$ cat config.mk
export PLATFORM = sky130hd
export DESIGN_NAME = ssc_ratio_gen
export DESIGN_NICKNAME = d
export VERILOG_FILES = /design/src/rtl/ssc_pkg.sv /design/src/rtl/ssc_rst_sync.sv /design/src/rtl/ssc_dev_decode.sv /design/src/rtl/ssc_step_rom.sv /design/src/rtl/ssc_sweep_core.sv /design/src/rtl/ssc_ratio_gen.sv
export SDC_FILE = /design/constraint.sdc
export NUM_CORES = 1
export LEC_CHECK = 0
export BUFFER_PORTS_ARGS = -buffer_cell sky130_fd_sc_hd__clkbuf_2
export CORE_MARGIN = 8
export CORE_UTILIZATION = 29
export DETAILED_ROUTE_END_ITERATION = 8
export PLACE_DENSITY = 0.42
export SLEW_MARGIN = 20
export SYNTH_ARGS = -nofsm -noshare
export SYNTH_HDL_FRONTEND = slang
export SYNTH_SLANG_ARGS = --single-unit
$ cat constraint.sdc
create_clock -name clk -period 3.2 [get_ports clk]
set_input_delay 0.64 -clock clk [delete_from_list [all_inputs] [get_ports clk]]
set_output_delay 0.64 -clock clk [all_outputs]
set_load 0.1 [all_outputs]
$ cat src/rtl/ssc_pkg.sv
package ssc_pkg;
  typedef enum logic [1:0] {
    LVL_LO  = 2'b00,
    LVL_MID = 2'b01,
    LVL_HI  = 2'b10,
    LVL_RSV = 2'b11
  } lvl_e;

  // depth is counted in quarter-percent units
  function automatic longint calc_step(input longint nom, input int quarters, input int half);
    return (nom * longint'(quarters)) / (longint'(400) * longint'(half));
  endfunction
endpackage

$ cat src/rtl/ssc_rst_sync.sv
module ssc_rst_sync (
  input  logic clk,
  input  logic rst_n,
  output logic rst_n_sync
);
  logic [1:0] shreg_q;

  always_ff @(posedge clk or negedge rst_n) begin
    if (!rst_n) shreg_q <= 2'b00;
    else        shreg_q <= {shreg_q[0], 1'b1};
  end

  assign rst_n_sync = shreg_q[1];
endmodule

$ cat src/rtl/ssc_dev_decode.sv
module ssc_dev_decode
  import ssc_pkg::*;
(
  input  logic [1:0] sel_outer,
  input  logic [1:0] sel_inner,
  output logic [3:0] quarters
);
  lvl_e outer_l, inner_l;

  // the reserved code reads as low, like an open pin
  always_comb begin
    outer_l = (lvl_e'(sel_outer) == LVL_RSV) ? LVL_LO : lvl_e'(sel_outer);
    inner_l = (lvl_e'(sel_inner) == LVL_RSV) ? LVL_LO : lvl_e'(sel_inner);
  end

  always_comb begin
    quarters = 4'd0;
    unique case (outer_l)
      LVL_LO: begin
        unique case (inner_l)
          LVL_MID: quarters = 4'd2;
          LVL_HI:  quarters = 4'd10;
          default: quarters = 4'd0;
        endcase
      end
      LVL_MID: begin
        unique case (inner_l)
          LVL_MID: quarters = 4'd3;
          LVL_HI:  quarters = 4'd4;
          default: quarters = 4'd1;
        endcase
      end
      default: begin
        unique case (inner_l)
          LVL_MID: quarters = 4'd8;
          LVL_HI:  quarters = 4'd12;
          default: quarters = 4'd6;
        endcase
      end
    endcase
  end
endmodule

$ cat src/rtl/ssc_step_rom.sv
module ssc_step_rom
  import ssc_pkg::*;
#(
  parameter int     RATIO_W  = 24,
  parameter longint NOM      = 3883615,
  parameter int     HALF_CYC = 422
) (
  input  logic [3:0]         quarters,
  output logic [RATIO_W-1:0] step
);
  localparam int ENTRIES = 16;

  logic [RATIO_W-1:0] tbl [ENTRIES];

  for (genvar i = 0; i < ENTRIES; i++) begin : g_entry
    assign tbl[i] = RATIO_W'(calc_step(NOM, i, HALF_CYC));
  end

  assign step = tbl[quarters];
endmodule

$ cat src/rtl/ssc_sweep_core.sv
module ssc_sweep_core #(
  parameter int RATIO_W  = 24,
  parameter int HALF_CYC = 422
) (
  input  logic               clk,
  input  logic               rst_n,
  input  logic [3:0]         pend_q,
  input  logic [RATIO_W-1:0] step_pend,
  input  logic [RATIO_W-1:0] step_cur,
  output logic [3:0]         cur_q,
  output logic [RATIO_W-1:0] off_q
);
  localparam int PERIOD = 2 * HALF_CYC;
  localparam int CNT_W  = $clog2(PERIOD);
  localparam logic [CNT_W-1:0] CNT_HALF = CNT_W'(HALF_CYC);
  localparam logic [CNT_W-1:0] CNT_LAST = CNT_W'(PERIOD - 1);

  logic [CNT_W-1:0]   cnt_q, cnt_d;
  logic [RATIO_W-1:0] off_d;
  logic [3:0]         cur_d;
  logic               at_top, adv_en;

  assign at_top = (cnt_q == '0);
  // the state moves when a sweep is running or one is about to start
  assign adv_en = !at_top || (pend_q != 4'd0) || (cur_q != 4'd0);

  always_comb begin
    cnt_d = cnt_q;
    off_d = off_q;
    cur_d = cur_q;
    if (at_top) begin
      cur_d = pend_q;
      if (pend_q != 4'd0) begin
        cnt_d = CNT_W'(1);
        off_d = step_pend;
      end
    end else begin
      if (cnt_q < CNT_HALF) off_d = off_q + step_cur;
      else                  off_d = off_q - step_cur;
      cnt_d = (cnt_q == CNT_LAST) ? '0 : cnt_q + CNT_W'(1);
    end
  end

  always_ff @(posedge clk or negedge rst_n) begin
    if (!rst_n) begin
      cnt_q <= '0;
      off_q <= '0;
      cur_q <= 4'd0;
    end else if (adv_en) begin
      cnt_q <= cnt_d;
      off_q <= off_d;
      cur_q <= cur_d;
    end
  end

  AST_TOP_CLEAN: assert property (@(posedge clk) disable iff (!rst_n)
    at_top |-> (off_q == '0));

  AST_SWITCH_AT_TOP: assert property (@(posedge clk) disable iff (!rst_n)
    !$stable(cur_q) |-> ($past(cnt_q) == '0));

  AST_IDLE_FLAT: assert property (@(posedge clk) disable iff (!rst_n)
    (cur_q == 4'd0) |-> (off_q == '0));

  AST_FULL_DEPTH: assert property (@(posedge clk) disable iff (!rst_n)
    (cnt_q == CNT_HALF) |-> (off_q == RATIO_W'(HALF_CYC * step_cur)));
endmodule

$ cat src/rtl/ssc_ratio_gen.sv
module ssc_ratio_gen #(
  parameter int INT_W    = 4,
  parameter int FRAC_W   = 20,
  parameter int REF_MHZ  = 27,
  parameter int OUT_MHZ  = 100,
  parameter int HALF_CYC = 422
) (
  input  logic                      clk,
  input  logic                      rst_n,
  input  logic [1:0]                sel_outer,
  input  logic [1:0]                sel_inner,
  output logic [INT_W+FRAC_W-1:0]   ratio,
  output logic                      spread_on
);
  localparam int     RATIO_W = INT_W + FRAC_W;
  localparam longint NOM_L   = ((longint'(OUT_MHZ) << (FRAC_W + 1)) + longint'(REF_MHZ))
                               / (longint'(2) * longint'(REF_MHZ));
  localparam logic [RATIO_W-1:0] NOM = RATIO_W'(NOM_L);

  logic               rst_n_s;
  logic [3:0]         dec_q, pend_q, cur_q;
  logic [RATIO_W-1:0] step_pend, step_cur, off_q;

  ssc_rst_sync u_rst (
    .clk        (clk),
    .rst_n      (rst_n),
    .rst_n_sync (rst_n_s)
  );

  ssc_dev_decode u_dec (
    .sel_outer (sel_outer),
    .sel_inner (sel_inner),
    .quarters  (dec_q)
  );

  always_ff @(posedge clk or negedge rst_n_s) begin
    if (!rst_n_s) pend_q <= 4'd0;
    else          pend_q <= dec_q;
  end

  ssc_step_rom #(.RATIO_W(RATIO_W), .NOM(NOM_L), .HALF_CYC(HALF_CYC)) u_rom_pend (
    .quarters (pend_q),
    .step     (step_pend)
  );

  ssc_step_rom #(.RATIO_W(RATIO_W), .NOM(NOM_L), .HALF_CYC(HALF_CYC)) u_rom_cur (
    .quarters (cur_q),
    .step     (step_cur)
  );

  ssc_sweep_core #(.RATIO_W(RATIO_W), .HALF_CYC(HALF_CYC)) u_core (
    .clk       (clk),
    .rst_n     (rst_n_s),
    .pend_q    (pend_q),
    .step_pend (step_pend),
    .step_cur  (step_cur),
    .cur_q     (cur_q),
    .off_q     (off_q)
  );

  assign ratio     = NOM - off_q;
  assign spread_on = (cur_q != 4'd0);

  AST_RATIO_CEIL: assert property (@(posedge clk) disable iff (!rst_n_s)
    ratio <= NOM);

  AST_OFF_NOMINAL: assert property (@(posedge clk) disable iff (!rst_n_s)
    !spread_on |-> (ratio == NOM));

  AST_SMOOTH: assert property (@(posedge clk) disable iff (!rst_n_s)
    $past(spread_on) && spread_on |-> ((ratio == $past(ratio) - step_cur) ||
                                       (ratio == $past(ratio) + step_cur)));
endmodule

* Yosys cells after proc, flatten, opt, wreduce, memory -nomap -nowiden *
Memories as Yosys holds them, arrays and structs flattened.
Index checks and enable logic that the tools add are counted.

word-level totals
  register bits = 44
  memory bits (read-only) = 768
  input port bits = 6
  output and inout bits = 25
  word-level logic and storage cells = 48
  memories = 2

memories
  name              words  bits a word  rd ports  clocked after Yosys merged registers in  wr ports  line                text
  (name not given)  16     24           1         0                                        0         ssc_step_rom.sv:19  assign step = tbl[quarters];
  (name not given)  16     24           1         0                                        0         ssc_step_rom.sv:19

cells by class
  add/sub/neg operators = 4
  $lt $le $gt $ge = 3
  equal/unequal tests = 7
  mux-type cells = 16
  bitwise operators = 2
  reductions and logical operators = 9

operators by type and width
  cell                                                                   number
  24-bit 2-to-1 mux                                                      7
  10-bit 2-to-1 mux                                                      3
  24-bit adder                                                           1
  4-bit case mux with 2 select lines                                     3
  22-bit by 24-bit subtractor with 24-bit output, first input constant   1
  24-bit subtractor                                                      1
  10-bit by 1-bit adder with 10-bit output, second input constant        1
  10-bit equality test, second input constant                            1
  5-bit >= comparator, second input constant                             2
  10-bit logical NOT                                                     1
  10-bit by 9-bit < comparator with 1-bit output, second input constant  1
  4-bit inverter with 5-bit output                                       2
  4-bit nonzero test                                                     2
  2-bit equality test, second input constant                             3
  3-bit case mux with 2 select lines                                     1
  2-bit by 1-bit equality test with 1-bit output, second input constant  2
  2-bit 2-to-1 mux                                                       2
  2-bit AND reduction                                                    2
  2-bit logical NOT                                                      1
  1-bit logical OR                                                       2
  2-bit inequality test, second input constant                           1
  1-bit logical NOT                                                      1

* Logic depth before layout (Yosys ltp) *
  depth in word-level cells = 7
  depth in mapped cells = 17
  depth with buffers taken out = 17

* Modules after synthesis *
A second synthesis with hierarchy kept.

second synthesis, totals
  cell total of the unflattened synthesis = 591
  area total of the unflattened synthesis = 4873.4 sq um

modules (own cells, without submodules)
  module                     times used  cells an instance  area an instance (sq um)
  ssc_sweep_core             1           408                3407.0
  ssc_ratio_gen              1           66                 555.5
  ssc_step_rom (u_rom_pend)  1           48                 370.4
  ssc_step_rom (u_rom_cur)   1           49                 365.4
  ssc_dev_decode             1           17                 121.4
  ssc_rst_sync               1           3                  53.8

* Worst setup path after synthesis *
OpenSTA, ideal clock, no wires.

  path kind = register to output
  start point = register u_core.off_q[5]
  end point = output port ratio[20]
  arrival time = 3.182 ns
  slack = -0.622 ns
  stages on the path, launching flop included = 8
  path through = dfrtp_1 -> a21oi_1 -> a21boi_0 -> or3b_2 -> a21oi_1 -> nor2_1 -> o21ai_0 -> xor2_1

between the ends
  cells in the longest elaborated chain, start to end = 1

ends and longest elaborated chain
  what                                            line                  text
  start, declared                                 ssc_sweep_core.sv:11  output logic [RATIO_W-1:0] off_q
  start signal, assigned                          ssc_sweep_core.sv:47  off_q <= '0;
  start signal, assigned                          ssc_sweep_core.sv:51  off_q <= off_d;
  22-bit by 24-bit subtractor with 24-bit output  ssc_ratio_gen.sv:61   assign ratio = NOM - off_q;
  end, declared                                   ssc_ratio_gen.sv:12   output logic [INT_W+FRAC_W-1:0] ratio,

No other way between the ends.

* Worst setup path after layout *
  start point = register u_core.cur_q[0]
  end point = register u_core.off_q[17]

between the ends
  cells in the longest elaborated chain, start to end = 7
  elaborated cells between the ends (all ways) = 11
  those cells by class = add/sub: 2; mux: 4; bitwise: 1; reduce/logical: 3; memory: 1

ends and longest elaborated chain
  what                                                    line                                        text
  start, declared                                         ssc_sweep_core.sv:10                        output logic [3:0] cur_q,
  start signal, assigned                                  ssc_sweep_core.sv:52                        cur_q <= cur_d;
  4-bit inverter with 5-bit output (not written as such)  ssc_step_rom.sv:19
  memory 16 x 24 bit                                      --
  24-bit 2-to-1 mux (not written as such) (2 in series)   ssc_step_rom.sv:19
  24-bit subtractor or 24-bit adder (tied branches)       ssc_sweep_core.sv:39, ssc_sweep_core.sv:38
  24-bit 2-to-1 mux                                       ssc_sweep_core.sv:38                        if (cnt_q < CNT_HALF) off_d = off_q + step_cur;
  24-bit 2-to-1 mux                                       ssc_sweep_core.sv:31                        if (at_top) begin

Several ways; a longest one is shown, not always the timed one. The select of a mux whose other input is x is not followed.
A chain may end at the register's enable or synchronous reset.

==> results.py <==
metrics = {
    "yosys": {
        "synth_seq_cells": 44,
        "synthCells": 499,
        "syn_area_um2": 4174,
        "synthDistinctLibCells": 69,
        "synth_flop_cell": "dfrtp_1",
        "synth-async-reset-ratio": 1.000,
        "synth_edf_count": 0,
        "yosysWarnings": 0,
        "ys_seq_area_frac": 0.2638,
        "synth_area_per_cell_um2": 8.365,
        "syn_nets": 552,
    },
    "run_status": {
        "status": "finished, violations left",
        "failed_checks": "setup timing",
    },
    "power": {
        "power.leakage_nw": 3.053,
        "p_per_area_nw_per_um2": 999.0,
        "ir_drop_v": 0.0008544,
    },
    "detailed_routing": {
        "drt_iter0_markers": 207,
        "highest_layer": "met4",
        "wl_per_cell_um": 15.61,
        "vias_per_cell": 4.871,
        "wl_met2_um": 6197,
        "drc": 0,
        "final_antenna_net_count": 0,
        "finalWirelength_um": 13390,
        "vias": 4179,
        "met3_length_um": 569,
        "dr.pass1.iters": 4,
        "wl_met1_um": 6449,
    },
    "timing": {
        "drv_slew": 0,
        "period_share": 1.141,
        "min_period_ps": 3652,
        "slew_headroom": 0.6006,
        "fin_tns_setup_ps": -4250,
        "grt_setup_unrepaired": "true",
        "hold_viol": 0,
        "fin_ws_ps": -451.8,
        "worst_slew_pin_slew_ps": 599.1,
        "setup_viol": 19,
        "fin_hold_ws_ps": 110.7,
        "finalClockSkew_ps": 5.279,
        "max_freq_mhz": 273.8,
    },
    "clock_network": {
        "cts_root_buf": "clkbuf_16",
        "ctsLongestPathBuffers": 2,
        "htree_num_levels": 2,
        "clk_pin_slew_worst_paths_ps": 70,
        "clock_sinks": 44,
        "cts_tree": "done",
        "cts_made_buffers": 5,
        "clk-insertion-delay-late_ps": 300,
        "holdBufCountCts": 0,
    },
    "grt": {
        "grtUsageTotal": 0.1470,
        "antenna_found_initial": 0,
        "first_global_vias": 4227,
        "grt_pass1_wl_um": 21530,
        "grt_overflow": 0,
        "grt_max_degree": 43,
    },
    "floorplanning": {
        "die_w_um": 136.0,
        "ios": 31,
        "die_h_um": 136.0,
        "std_cell_rows": 44,
        "initial_core_util": 0.2916,
        "coreArea_um2": 14310,
        "die_area_um2": 18490,
    },
    "layout": {
        "num-nets-final": 726,
        "final_cell_mix": "147 x buf_4, 46 x nand2_1, 40 x dfrtp_1",
        "layout_commonest_cell": "buf_4",
        "drive_gt1_frac": 0.4481,
        "multi_input_area_um2": 3461,
        "area.growth.synth_to_final_pct": 57.64,
        "ff_latch_area_um2": 1109,
        "n_fill_cell": 1415,
        "antenna_cells": 0,
        "finalNonFillerCells": 858,
    },
    "critical_path": {
        "rr_endpoint": "u_core.off_q[17]$_DFFE_PN0P_",
        "path_max_fanout": 5,
        "end_kind": "register",
        "r2r_start": "u_core.cur_q[0]$_DFFE_PN0P_",
        "rr_worst_depth": 19,
        "crit_path_start": "u_core.cur_q[0]$_DFFE_PN0P_",
        "worst_ep_arrival_time_ps": 3840,
        "r2r_slack_ps": -450,
        "worstPathRequired_ps": 3380,
        "worstSetupStartpointType": "register",
        "crit_type": "register to register",
    },
    "place": {
        "place_hpwl_um": 10060,
        "dpl.cell_count": 825,
        "portBuffers": 30,
        "dp_slack_ps": -590.4,
        "finalWeightedCongestion": 0.8342,
    },
    "worst_hold_path": {
        "worstHoldPathType": "input port to asynchronous set/reset pin",
    },
    "job": {
        "cap_violations": 0,
    },
}
[repair_timing]
action | in CTS | in global routing
setup endpoints to repair | 25 | 23
buffers inserted | 18 | 7
pin swaps | 32 | 28
endpoints found under the hold margin | 0 | 0
gates resized for setup | 81 | 30
[power breakdown]
part           internal, mW  total, mW  leakage (nW)  switching [mW]
registers             0.689      0.960         0.504           0.271
clock network         0.392      0.650        0.0871           0.258
logic                  1.80       4.96          2.46            3.16
total                  2.89       6.57          3.05            3.69
[cells by family (layout without fill, tap and decap cells)]
logic type	after synthesis	count (layout)	share of synthesized area
flip-flops	44	44	0.2638
AO/OA/AOI/OAI	149	149	0.2413
AND/OR/NAND/NOR	158	158	0.1850
buffers and inverters	43	218	0.04226
multiplexers	5	5	0.01499
XOR/XNOR	52	52	0.1091
adder cells (fa/ha/maj)	47	47	0.1427
other	1	1	0.0008984
[metal layers]
| metal | global-route usage | up-vias |
|---|---|---|
| met5 | 0 | - |
| li1 | - | 2116 |
| met3 | 0.02180 | 12 |
| met4 | 0.03966 | 0 |
| met2 | 0.2395 | 70 |
| met1 | 0.1979 | 1981 |
[worst max-delay path by stage]
stage                              endpoint  slack, ps  depth (start not counted)
5_1_grt        u_core.off_q[23]$_DFFE_PN0P_       -650                         16
4_1_cts        u_core.off_q[23]$_DFFE_PN0P_       -440                         16
3_3_place_gp   u_core.off_q[21]$_DFFE_PN0P_       -470                         16
2_1_floorplan                     ratio[18]       -420                          6
3_5_place_dp   u_core.off_q[23]$_DFFE_PN0P_       -590                         16
6_report       u_core.off_q[17]$_DFFE_PN0P_       -450                         19
[synthesized netlist by cell type (3+ instances only)]
library cell / count / area share
a31oi_1: 4 / 0.0060
xor2_1: 30 / 0.063
nand2_1: 53 / 0.048
o21ai_0: 43 / 0.052
xnor2_1: 22 / 0.046
a21o_1: 8 / 0.014
o21ai_1: 4 / 0.0048
and3_1: 10 / 0.015
nor2b_1: 7 / 0.010
dfrtp_1: 44 / 0.26
o211ai_1: 3 / 0.0054
mux2i_1: 4 / 0.0096
nand3_1: 15 / 0.018
nor3_1: 5 / 0.0060
nand2b_1: 8 / 0.012
a21oi_1: 41 / 0.049
clkbuf_1: 13 / 0.012
or3_1: 5 / 0.0075
a211oi_1: 5 / 0.0090
a211o_1: 3 / 0.0063
nor2_1: 36 / 0.032
o41ai_1: 3 / 0.0063
o21a_1: 4 / 0.0072
inv_1: 25 / 0.022
ha_1: 46 / 0.14
o21bai_1: 3 / 0.0054
or2_2: 6 / 0.0090
[registers in the layout (all words and copies together) (netlist names)]
name           cells
u_core.off_q      24
u_rst.shreg_q      2
u_core.cnt_q      10
pend_q             4
u_core.cur_q       4
[through the flow]
stage / power (mW) / cell area (um2) / utilization
3_5_place_dp: 5.519 / 5704 / 0.3985
3_3_place_gp: 5.527 / 5704 / 0.3985
5_1_grt: 6.887 / 6580 / 0.4597
6_report: 6.573 / 6580 / 0.4597
4_1_cts: 6.514 / 6392 / 0.4466
2_1_floorplan: 3.956 / 4313 / -
[area by class of cell]
cell class,count,share of cell area
Clock buffer,6,0.02111
Clock inverter,2,0.005895
Inverter,26,0.01597
Multi-Input combinational cell,412,0.5260
Sequential cell,44,0.1685
Tap cell,184,0.03499
Timing Repair Buffer,184,0.2276
[worst max-delay path, stage by stage, from the launching register on]
cell and delay (ps):
dfrtp_2 440, inv_4 60, buf_6 120, ha_4 290, nand2_4 60, o31ai_4 80
nand3_4 90, or3_4 410, a21oi_2 110, ha_1 260, a21oi_4 200, ha_4 230
nand4_1 110, o21ba_4 170, o21a_4 120, o41ai_4 310, buf_4 190, o31ai_2 60
xnor2_1 140, o21ai_1 70
Power figures use the tool's default switching activity.
